File: config.mk
export PLATFORM = sky130hd
export DESIGN_NAME = spiq_ctrl
export DESIGN_NICKNAME = d
export VERILOG_FILES = /design/src/rtl/spiq_pkg.sv /design/src/rtl/spiq_ram.sv /design/src/rtl/spiq_ptr.sv /design/src/rtl/spiq_status.sv /design/src/rtl/spiq_ctrl.sv
export SDC_FILE = /design/constraint.sdc
export NUM_CORES = 1
export LEC_CHECK = 0
export ABC_CLOCK_PERIOD_IN_PS = 3000
export BUFFER_PORTS_ARGS = -buffer_cell sky130_fd_sc_hd__buf_2
export CORE_MARGIN = 2
export CORE_UTILIZATION = 56
export DETAILED_ROUTE_END_ITERATION = 8
export HOLD_SLACK_MARGIN = 0.08
export PLACE_DENSITY = 0.76
export REMOVE_ABC_BUFFERS = 1
export SYNTH_ARGS = -nofsm -noshare
export SYNTH_HDL_FRONTEND = slang
export SYNTH_SLANG_ARGS = --single-unit
File: constraint.sdc
create_clock -name clk -period 3 [get_ports clk]
set_input_delay 0.6 -clock clk [delete_from_list [all_inputs] [get_ports clk]]
set_output_delay 0.6 -clock clk [all_outputs]
set_load 0.05 [all_outputs]
File: src/rtl/spiq_pkg.sv
package spiq_pkg;
  localparam int BUS_W = 16;
  localparam int NFLAG = 3;

  // flag indices in the status word (bits 0..2), enables at +IE_LSB
  localparam int F_DONE   = 0;
  localparam int F_ABORT  = 1;
  localparam int F_COLL   = 2;
  localparam int IE_LSB   = 4;
  localparam int CFG_LSB  = 8;

  typedef enum logic [1:0] {
    SEL_CTL  = 2'd0,
    SEL_PTR  = 2'd1,
    SEL_DATA = 2'd2,
    SEL_STAT = 2'd3
  } sel_e;

  typedef enum logic [1:0] {
    RG_TX   = 2'd0,
    RG_RX   = 2'd1,
    RG_CMD  = 2'd2,
    RG_NONE = 2'd3
  } region_e;

  typedef enum logic [2:0] {
    SRC_ZERO,
    SRC_REG,
    SRC_TX,
    SRC_RX,
    SRC_CMD
  } src_e;

  // packed: bit0 abort error enable, bit1 collision error enable, bit2 lock-out
  typedef struct packed {
    logic lock;
    logic coll_err;
    logic abrt_err;
  } cfg_t;

  function automatic logic [BUS_W-1:0] pack_status(
      input logic [NFLAG-1:0] flags,
      input logic [NFLAG-1:0] ie,
      input cfg_t cfg);
    logic [BUS_W-1:0] w;
    w = '0;
    w[NFLAG-1:0]                 = flags;
    w[IE_LSB+NFLAG-1:IE_LSB]     = ie;
    w[CFG_LSB+2:CFG_LSB]         = cfg;
    return w;
  endfunction
endpackage

File: src/rtl/spiq_ram.sv
module spiq_ram #(
  parameter int W     = 16,
  parameter int DEPTH = 16,
  localparam int AW   = $clog2(DEPTH)
) (
  input  logic          clk,
  input  logic          we,
  input  logic [AW-1:0] waddr,
  input  logic [W-1:0]  wdata,
  input  logic [AW-1:0] raddr,
  output logic [W-1:0]  rdata
);
  logic [W-1:0] mem [DEPTH];

  always_ff @(posedge clk) begin
    if (we) mem[waddr] <= wdata;
    rdata <= mem[raddr];
  end
endmodule

File: src/rtl/spiq_ptr.sv
module spiq_ptr #(
  parameter int AW = 6
) (
  input  logic          clk,
  input  logic          rst,
  input  logic          load,
  input  logic [AW-1:0] ldata,
  input  logic          step,
  output logic [AW-1:0] ptr
);
  always_ff @(posedge clk) begin
    if (rst)       ptr <= '0;
    else if (load) ptr <= ldata;
    else if (step) ptr <= ptr + AW'(1);
  end
endmodule

File: src/rtl/spiq_status.sv
module spiq_status
  import spiq_pkg::*;
(
  input  logic             clk,
  input  logic             rst,
  input  logic             stat_we,
  input  logic [NFLAG-1:0] w1c,
  input  logic [NFLAG-1:0] ie_in,
  input  cfg_t             cfg_in,
  input  logic             ctl_load,
  input  logic             ctl_val,
  input  logic             abort_evt,
  input  logic             coll_evt,
  input  logic             done_evt,
  input  logic             eng_stop,
  output logic [NFLAG-1:0] flags,
  output logic [NFLAG-1:0] ie,
  output cfg_t             cfg,
  output logic             run_en,
  output logic             irq
);
  logic [NFLAG-1:0] set_vec;

  always_comb begin
    set_vec          = '0;
    set_vec[F_DONE]  = done_evt;
    set_vec[F_ABORT] = abort_evt;
    set_vec[F_COLL]  = coll_evt;
  end

  // one sticky flag per event; a set in the same cycle beats a clear
  for (genvar f = 0; f < NFLAG; f++) begin : g_flag
    always_ff @(posedge clk) begin
      if (rst)               flags[f] <= 1'b0;
      else if (set_vec[f])   flags[f] <= 1'b1;
      else if (stat_we && w1c[f]) flags[f] <= 1'b0;
    end
  end

  always_ff @(posedge clk) begin
    if (rst) begin
      ie  <= '0;
      cfg <= '0;
    end else if (stat_we) begin
      ie  <= ie_in;
      cfg <= cfg_in;
    end
  end

  always_ff @(posedge clk) begin
    if (rst)           run_en <= 1'b0;
    else if (eng_stop) run_en <= 1'b0;
    else if (ctl_load) run_en <= ctl_val;
  end

  always_ff @(posedge clk) begin
    if (rst) irq <= 1'b0;
    else     irq <= |(flags & ie);
  end
endmodule

File: src/rtl/spiq_ctrl.sv
module spiq_ctrl
  import spiq_pkg::*;
#(
  parameter int DEPTH  = 16,
  parameter int DATA_W = 16,
  parameter int CMD_W  = 8,
  localparam int IDX_W  = $clog2(DEPTH),
  localparam int ADDR_W = IDX_W + 2
) (
  input  logic              clk,
  input  logic              rst,
  input  logic              bus_req,
  input  logic              bus_we,
  input  logic [1:0]        bus_sel,
  input  logic [BUS_W-1:0]  bus_wdata,
  output logic              bus_ack,
  output logic              bus_err,
  output logic [BUS_W-1:0]  bus_rdata,
  output logic              run_en,
  output logic              irq,
  input  logic              seq_active,
  input  logic [IDX_W-1:0]  seq_cmd_ptr,
  input  logic              seq_cmd_done,
  input  logic              seq_at_end,
  input  logic              seq_halt,
  input  logic              seq_wrap,
  input  logic              eng_rx_we,
  input  logic [IDX_W-1:0]  eng_rx_idx,
  input  logic [DATA_W-1:0] eng_rx_data,
  input  logic [IDX_W-1:0]  eng_rd_idx,
  output logic [DATA_W-1:0] eng_tx_data,
  output logic [CMD_W-1:0]  eng_cmd_data
);
  // ---------------- request decode ----------------
  logic [ADDR_W-1:0] ptr_q;
  region_e           region;
  logic [IDX_W-1:0]  idx;
  sel_e              sel;
  logic wr, rd, ctl_wr, ptr_wr, dat_wr, dat_rd, stat_wr;
  logic coll_hit, coll_reject;
  logic clr_try, abrt_reject, abrt_block, abort_evt;
  logic done_evt, eng_stop, ptr_step;
  logic tx_we, cmd_we;

  logic [NFLAG-1:0] flags;
  logic [NFLAG-1:0] ie;
  cfg_t             cfg;

  assign region = region_e'(ptr_q[ADDR_W-1:IDX_W]);
  assign idx    = ptr_q[IDX_W-1:0];
  assign sel    = sel_e'(bus_sel);

  assign wr      = bus_req &  bus_we;
  assign rd      = bus_req & ~bus_we;
  assign ctl_wr  = wr && sel == SEL_CTL;
  assign ptr_wr  = wr && sel == SEL_PTR;
  assign dat_wr  = wr && sel == SEL_DATA;
  assign dat_rd  = rd && sel == SEL_DATA;
  assign stat_wr = wr && sel == SEL_STAT;

  // write collision: data-port store onto the executing command entry
  assign coll_hit    = dat_wr && region == RG_CMD && seq_active && idx == seq_cmd_ptr;
  assign coll_reject = coll_hit && cfg.coll_err;

  // abort: processor clearing the run enable mid-transfer
  assign clr_try     = ctl_wr && !bus_wdata[0] && run_en && seq_active;
  assign abrt_reject = clr_try &&  cfg.abrt_err;
  assign abrt_block  = clr_try && !cfg.abrt_err && cfg.lock;
  assign abort_evt   = clr_try && !cfg.abrt_err && !cfg.lock;

  // sequencer completion
  assign done_evt = seq_cmd_done && (seq_at_end || seq_halt);
  assign eng_stop = seq_cmd_done && (seq_halt || (seq_at_end && !seq_wrap));

  assign ptr_step = dat_rd || (dat_wr && !coll_reject);
  assign tx_we    = dat_wr && region == RG_TX;
  assign cmd_we   = dat_wr && region == RG_CMD && !coll_reject;

  // ---------------- pointer ----------------
  spiq_ptr #(.AW(ADDR_W)) ptr_i (
    .clk   (clk),
    .rst   (rst),
    .load  (ptr_wr),
    .ldata (bus_wdata[ADDR_W-1:0]),
    .step  (ptr_step),
    .ptr   (ptr_q)
  );

  // ---------------- status / enable ----------------
  spiq_status stat_i (
    .clk       (clk),
    .rst       (rst),
    .stat_we   (stat_wr),
    .w1c       (bus_wdata[NFLAG-1:0]),
    .ie_in     (bus_wdata[IE_LSB+NFLAG-1:IE_LSB]),
    .cfg_in    (cfg_t'(bus_wdata[CFG_LSB+2:CFG_LSB])),
    .ctl_load  (ctl_wr && !abrt_reject && !abrt_block),
    .ctl_val   (bus_wdata[0]),
    .abort_evt (abort_evt),
    .coll_evt  (coll_hit),
    .done_evt  (done_evt),
    .eng_stop  (eng_stop),
    .flags     (flags),
    .ie        (ie),
    .cfg       (cfg),
    .run_en    (run_en),
    .irq       (irq)
  );

  // ---------------- queue memories ----------------
  // transmit and command regions each have one copy per reader
  // (processor at the pointer, engine at eng_rd_idx), written together
  logic [DATA_W-1:0] tx_rd   [2];
  logic [CMD_W-1:0]  cmd_rd  [2];
  logic [DATA_W-1:0] rx_cpu_q;

  for (genvar c = 0; c < 2; c++) begin : g_copy
    logic [IDX_W-1:0] rsel;
    assign rsel = (c == 0) ? idx : eng_rd_idx;

    spiq_ram #(.W(DATA_W), .DEPTH(DEPTH)) tx_ram_i (
      .clk   (clk),
      .we    (tx_we),
      .waddr (idx),
      .wdata (bus_wdata[DATA_W-1:0]),
      .raddr (rsel),
      .rdata (tx_rd[c])
    );

    spiq_ram #(.W(CMD_W), .DEPTH(DEPTH)) cmd_ram_i (
      .clk   (clk),
      .we    (cmd_we),
      .waddr (idx),
      .wdata (bus_wdata[CMD_W-1:0]),
      .raddr (rsel),
      .rdata (cmd_rd[c])
    );
  end

  spiq_ram #(.W(DATA_W), .DEPTH(DEPTH)) rx_ram_i (
    .clk   (clk),
    .we    (eng_rx_we),
    .waddr (eng_rx_idx),
    .wdata (eng_rx_data),
    .raddr (idx),
    .rdata (rx_cpu_q)
  );

  assign eng_tx_data  = tx_rd[1];
  assign eng_cmd_data = cmd_rd[1];

  // ---------------- response ----------------
  logic             ack_q, err_q;
  src_e             src_q;
  logic [BUS_W-1:0] reg_q;
  logic [BUS_W-1:0] reg_val;
  src_e             src_d;

  always_comb begin
    unique case (sel)
      SEL_CTL:  reg_val = BUS_W'(run_en);
      SEL_PTR:  reg_val = BUS_W'(ptr_q);
      SEL_STAT: reg_val = pack_status(flags, ie, cfg);
      default:  reg_val = '0;
    endcase
  end

  always_comb begin
    src_d = SRC_ZERO;
    if (rd) begin
      if (sel != SEL_DATA) src_d = SRC_REG;
      else begin
        unique case (region)
          RG_TX:   src_d = SRC_TX;
          RG_RX:   src_d = SRC_RX;
          RG_CMD:  src_d = SRC_CMD;
          default: src_d = SRC_ZERO;
        endcase
      end
    end
  end

  always_ff @(posedge clk) begin
    if (rst) begin
      ack_q <= 1'b0;
      err_q <= 1'b0;
      src_q <= SRC_ZERO;
      reg_q <= '0;
    end else begin
      ack_q <= bus_req;
      err_q <= coll_reject || abrt_reject;
      src_q <= src_d;
      reg_q <= reg_val;
    end
  end

  always_comb begin
    unique case (src_q)
      SRC_REG: bus_rdata = reg_q;
      SRC_TX:  bus_rdata = BUS_W'(tx_rd[0]);
      SRC_RX:  bus_rdata = BUS_W'(rx_cpu_q);
      SRC_CMD: bus_rdata = BUS_W'(cmd_rd[0]);
      default: bus_rdata = '0;
    endcase
  end

  assign bus_ack = ack_q;
  assign bus_err = err_q;
endmodule

==> flow_summary.toml <==
[finish]
antenna_cells = 0
multi_input_area_um2 = 8800
area_growth_pct = 14.44
postLayoutCoreUtil = 0.6477
nets = 1640
drive_gt1_frac = 0.4102
regArea_um2 = 21150
fillers = 3402

[floorplan]
rows = 85
die_h_um = 237.0
die_area_um2 = 56160
pin_count = 100
start_util = 0.5660
fp.dieW_um = 237.0
coreArea_um2 = 53710

[synthesis]
synthTopCellsByArea = "edfxtp_1 63%, mux4_2 24%, dfxtp_1 6.3%"
synth_ff_type = "edfxtp_1"
synth.distinct_cells = 49
syn_area_um2 = 30400
ys_seq_area_frac = 0.6955
synth_edf_count = 640
synth_top_area_frac = 0.6322
yosysWarnings = 0
synth_seq_cells = 736
synth_top_area_cell = "edfxtp_1"
netlist_instances = 1419
syn_avg_cell_area_um2 = 21.42
async_flop_share = 0

[power_and_ir_drop]
leakagePower_nw = 11.06
power_density_nw_per_um2 = 645.7
power_w = 0.02246
vdd_ir_drop_max_v = 0.0005685

[sta]
tns_ns = 0
setup_viol_count_final = 0
hold_ws_ns = 0.2968
period_share = 0.9804
setup_ws_ns = 0.05873
rsz0062_at_grt = "true"
finClkSkew_ns = 0.01954
worst_slew_pin_slew_ns = 0.8134
hold_violations = 0
final_max_slew_viol_count = 0
timing.fmax_mhz = 340.0
finalCriticalPeriod_ns = 2.941
relSlewSlack = 0.4577

[setup_path]
r2r-end = "g_copy[0].tx_ram_i.rdata[12]"
crit_arrival_ns = 2.34
end_kind = "output port"
r2r-start = "ptr_i.ptr[0]"
cp-start-kind = "flip-flop"
path_class = "flip-flop to output port"
crit_fanout = 8
rr_worst_depth = 3
cp_data_required_time_ns = 2.40
rrSetupSlack_ns = 0.71

[cts]
root_buffer = "clkbuf_16"
ctsHoldBuffers = 0
cts.sinks = 736
cts_buffers = 76
cts_tree = "built"
clkTransAtPathRegs_ns = 0.06
worstSkewPairLatency_ns = 0.61
htree_num_levels = 3
clk_path_buf_depth = 3

[placed_design]
port_buffers = 99
dp_slack_ns = 0.2024
dp_hpwl_um = 45390
gp_congestion = 0.8713

[routing]
wl_um = 71730
drc = 0
drt-vias-per-instance = 6.696
vias = 15662
antenna_left = 0
dr.pass1.iters = 6
drt_iter0_markers = 1956
wire_per_inst_um = 30.67

[min_path]
hold_path_class = "input pin to flip-flop"
min_to = "stat_i.flags[2]"
holdPathStages = 3
worstHoldStart = "seq_active"

[outcome]
status = "complete, no violations"

[global_routing]
grt_first_pass_wirelength_um = 107100
grt_max_degree = 58
overflow = 0
antenna_found_initial = 4
grt_usage = 0.2635
grt_pass1_vias = 16111

[job]
maxCapViolations = 0
-- how the worst max path moves through the flow --
| stage | endpoint | from |
|---|---|---|
| floorplan | g_copy[1].tx_ram_i.mem[15][0] | ptr_i.ptr[0] |
| global placement | g_copy[1].tx_ram_i.mem[4][13] | bus_sel[0] |
| detailed placement | g_copy[1].tx_ram_i.mem[4][13] | bus_sel[0] |
| CTS | bus_rdata[7] | src_q[2] |
| global route | bus_rdata[8] | src_q[0] |
| finish | bus_rdata[7] | src_q[2] |
-- layer usage --
layer / share of wire / global-route usage / wire length [um]
met1: 0.39 / 0.3846 / 28260
met2: 0.48 / 0.4114 / 34640
met3: 0.10 / 0.05829 / 7355
met4: 0.020 / 0.06885 / 1435
met5: 0.00068 / 0 / 49
-- registers in the layout, indices dropped and copies added, names as in the netlist, 3 cells and up --
name,flops
g_copy.tx_ram_i.mem,256
g_copy.tx_ram_i.rdata,32
rx_ram_i.rdata,16
g_copy.cmd_ram_i.mem,128
src_q,3
stat_i.ie,3
rx_ram_i.mem,256
stat_i.flags,3
stat_i.cfg,3
reg_q,10
g_copy.cmd_ram_i.rdata,16
ptr_i.ptr,6
-- critical path, cell delays in order (launching register included) --
cell,delay (ns)
dfxtp_1,0.46
buf_4,0.25
nor3b_1,0.21
buf_4,0.25
nand2_1,0.12
o21ai_0,0.17
buf_4,0.27
-- per-stage QoR --
stage / instance area [um2] / cells
final: 34790 / 2339
after global routing: 34790 / 2339
after CTS: 34780 / 2339
after detailed placement: 32180 / 2198
after global placement: 32180 / 2198
after floorplan: 29850 / 1318
-- power breakdown --
part	leakage [nW]	total (W)	switching [W]	internal (W)
clock	1.27	0.00969	0.00387	0.00581
sequential	6.57	0.0114	0.0000720	0.0113
combinational	3.22	0.00142	0.000825	0.000597
-- cell type report --
class | instances | area share
sequential | 736 | 0.6081
multi-input combinational | 577 | 0.2530
clock buffer | 96 | 0.06010
timing repair buffer | 184 | 0.03892
tap | 696 | 0.02503
clock inverter | 45 | 0.01435
inverter | 5 | 0.0005395
-- what timing repair did --
item | in CTS | in global routing
setup endpoints to repair | 7 | 3
buffers inserted | 0 | 0
pin swaps | 0 | 0
resized for setup | 3 | 6
-- synth_stat cells (2+ instances only) --
cell type,number
nand4_1,3
dfxtp_1,96
buf_4,17
a21o_1,3
buf_6,11
nand3_1,6
xor2_1,3
a21oi_1,16
nor4_1,5
nor3_1,10
buf_2,17
edfxtp_1,640
nor3b_1,3
o32ai_1,2
buf_1,7
clkbuf_1,49
nand4b_1,2
nor2_1,67
inv_1,5
mux2_2,10
and3_1,6
nand2b_1,8
nor2b_1,6
o21ai_0,12
mux2i_1,11
ha_1,4
a2111oi_0,2
mux4_2,320
nand3b_1,3
a22oi_1,12
nand2_1,45
-- cell families after synthesis --
group	count (synthesis)	share of synthesized area
adder cells (fa/ha/maj)	4	0.001646
AND/OR/NAND/NOR	171	0.02671
buffers and inverters	106	0.01860
XOR/XNOR	4	0.001153
AO/OA/AOI/OAI	57	0.01202
flip-flops	736	0.6955
multiplexers	341	0.2444
-- cells in the final DEF (no fill, tap or decap), types with 16 or more instances in the layout --
cell type  Yosys  layout
a21oi_1       16      16
nand2_1       45      45
buf_12         0      16
clkbuf_16      0      79
buf_2         17      94
nor2_2         0      27
edfxtp_1     640     640
dfxtp_1       96      91
nor2_1        67      40
clkinv_2       0      16
buf_4         17      71
mux4_2       320     320
(Power assumes the default switching activity.)
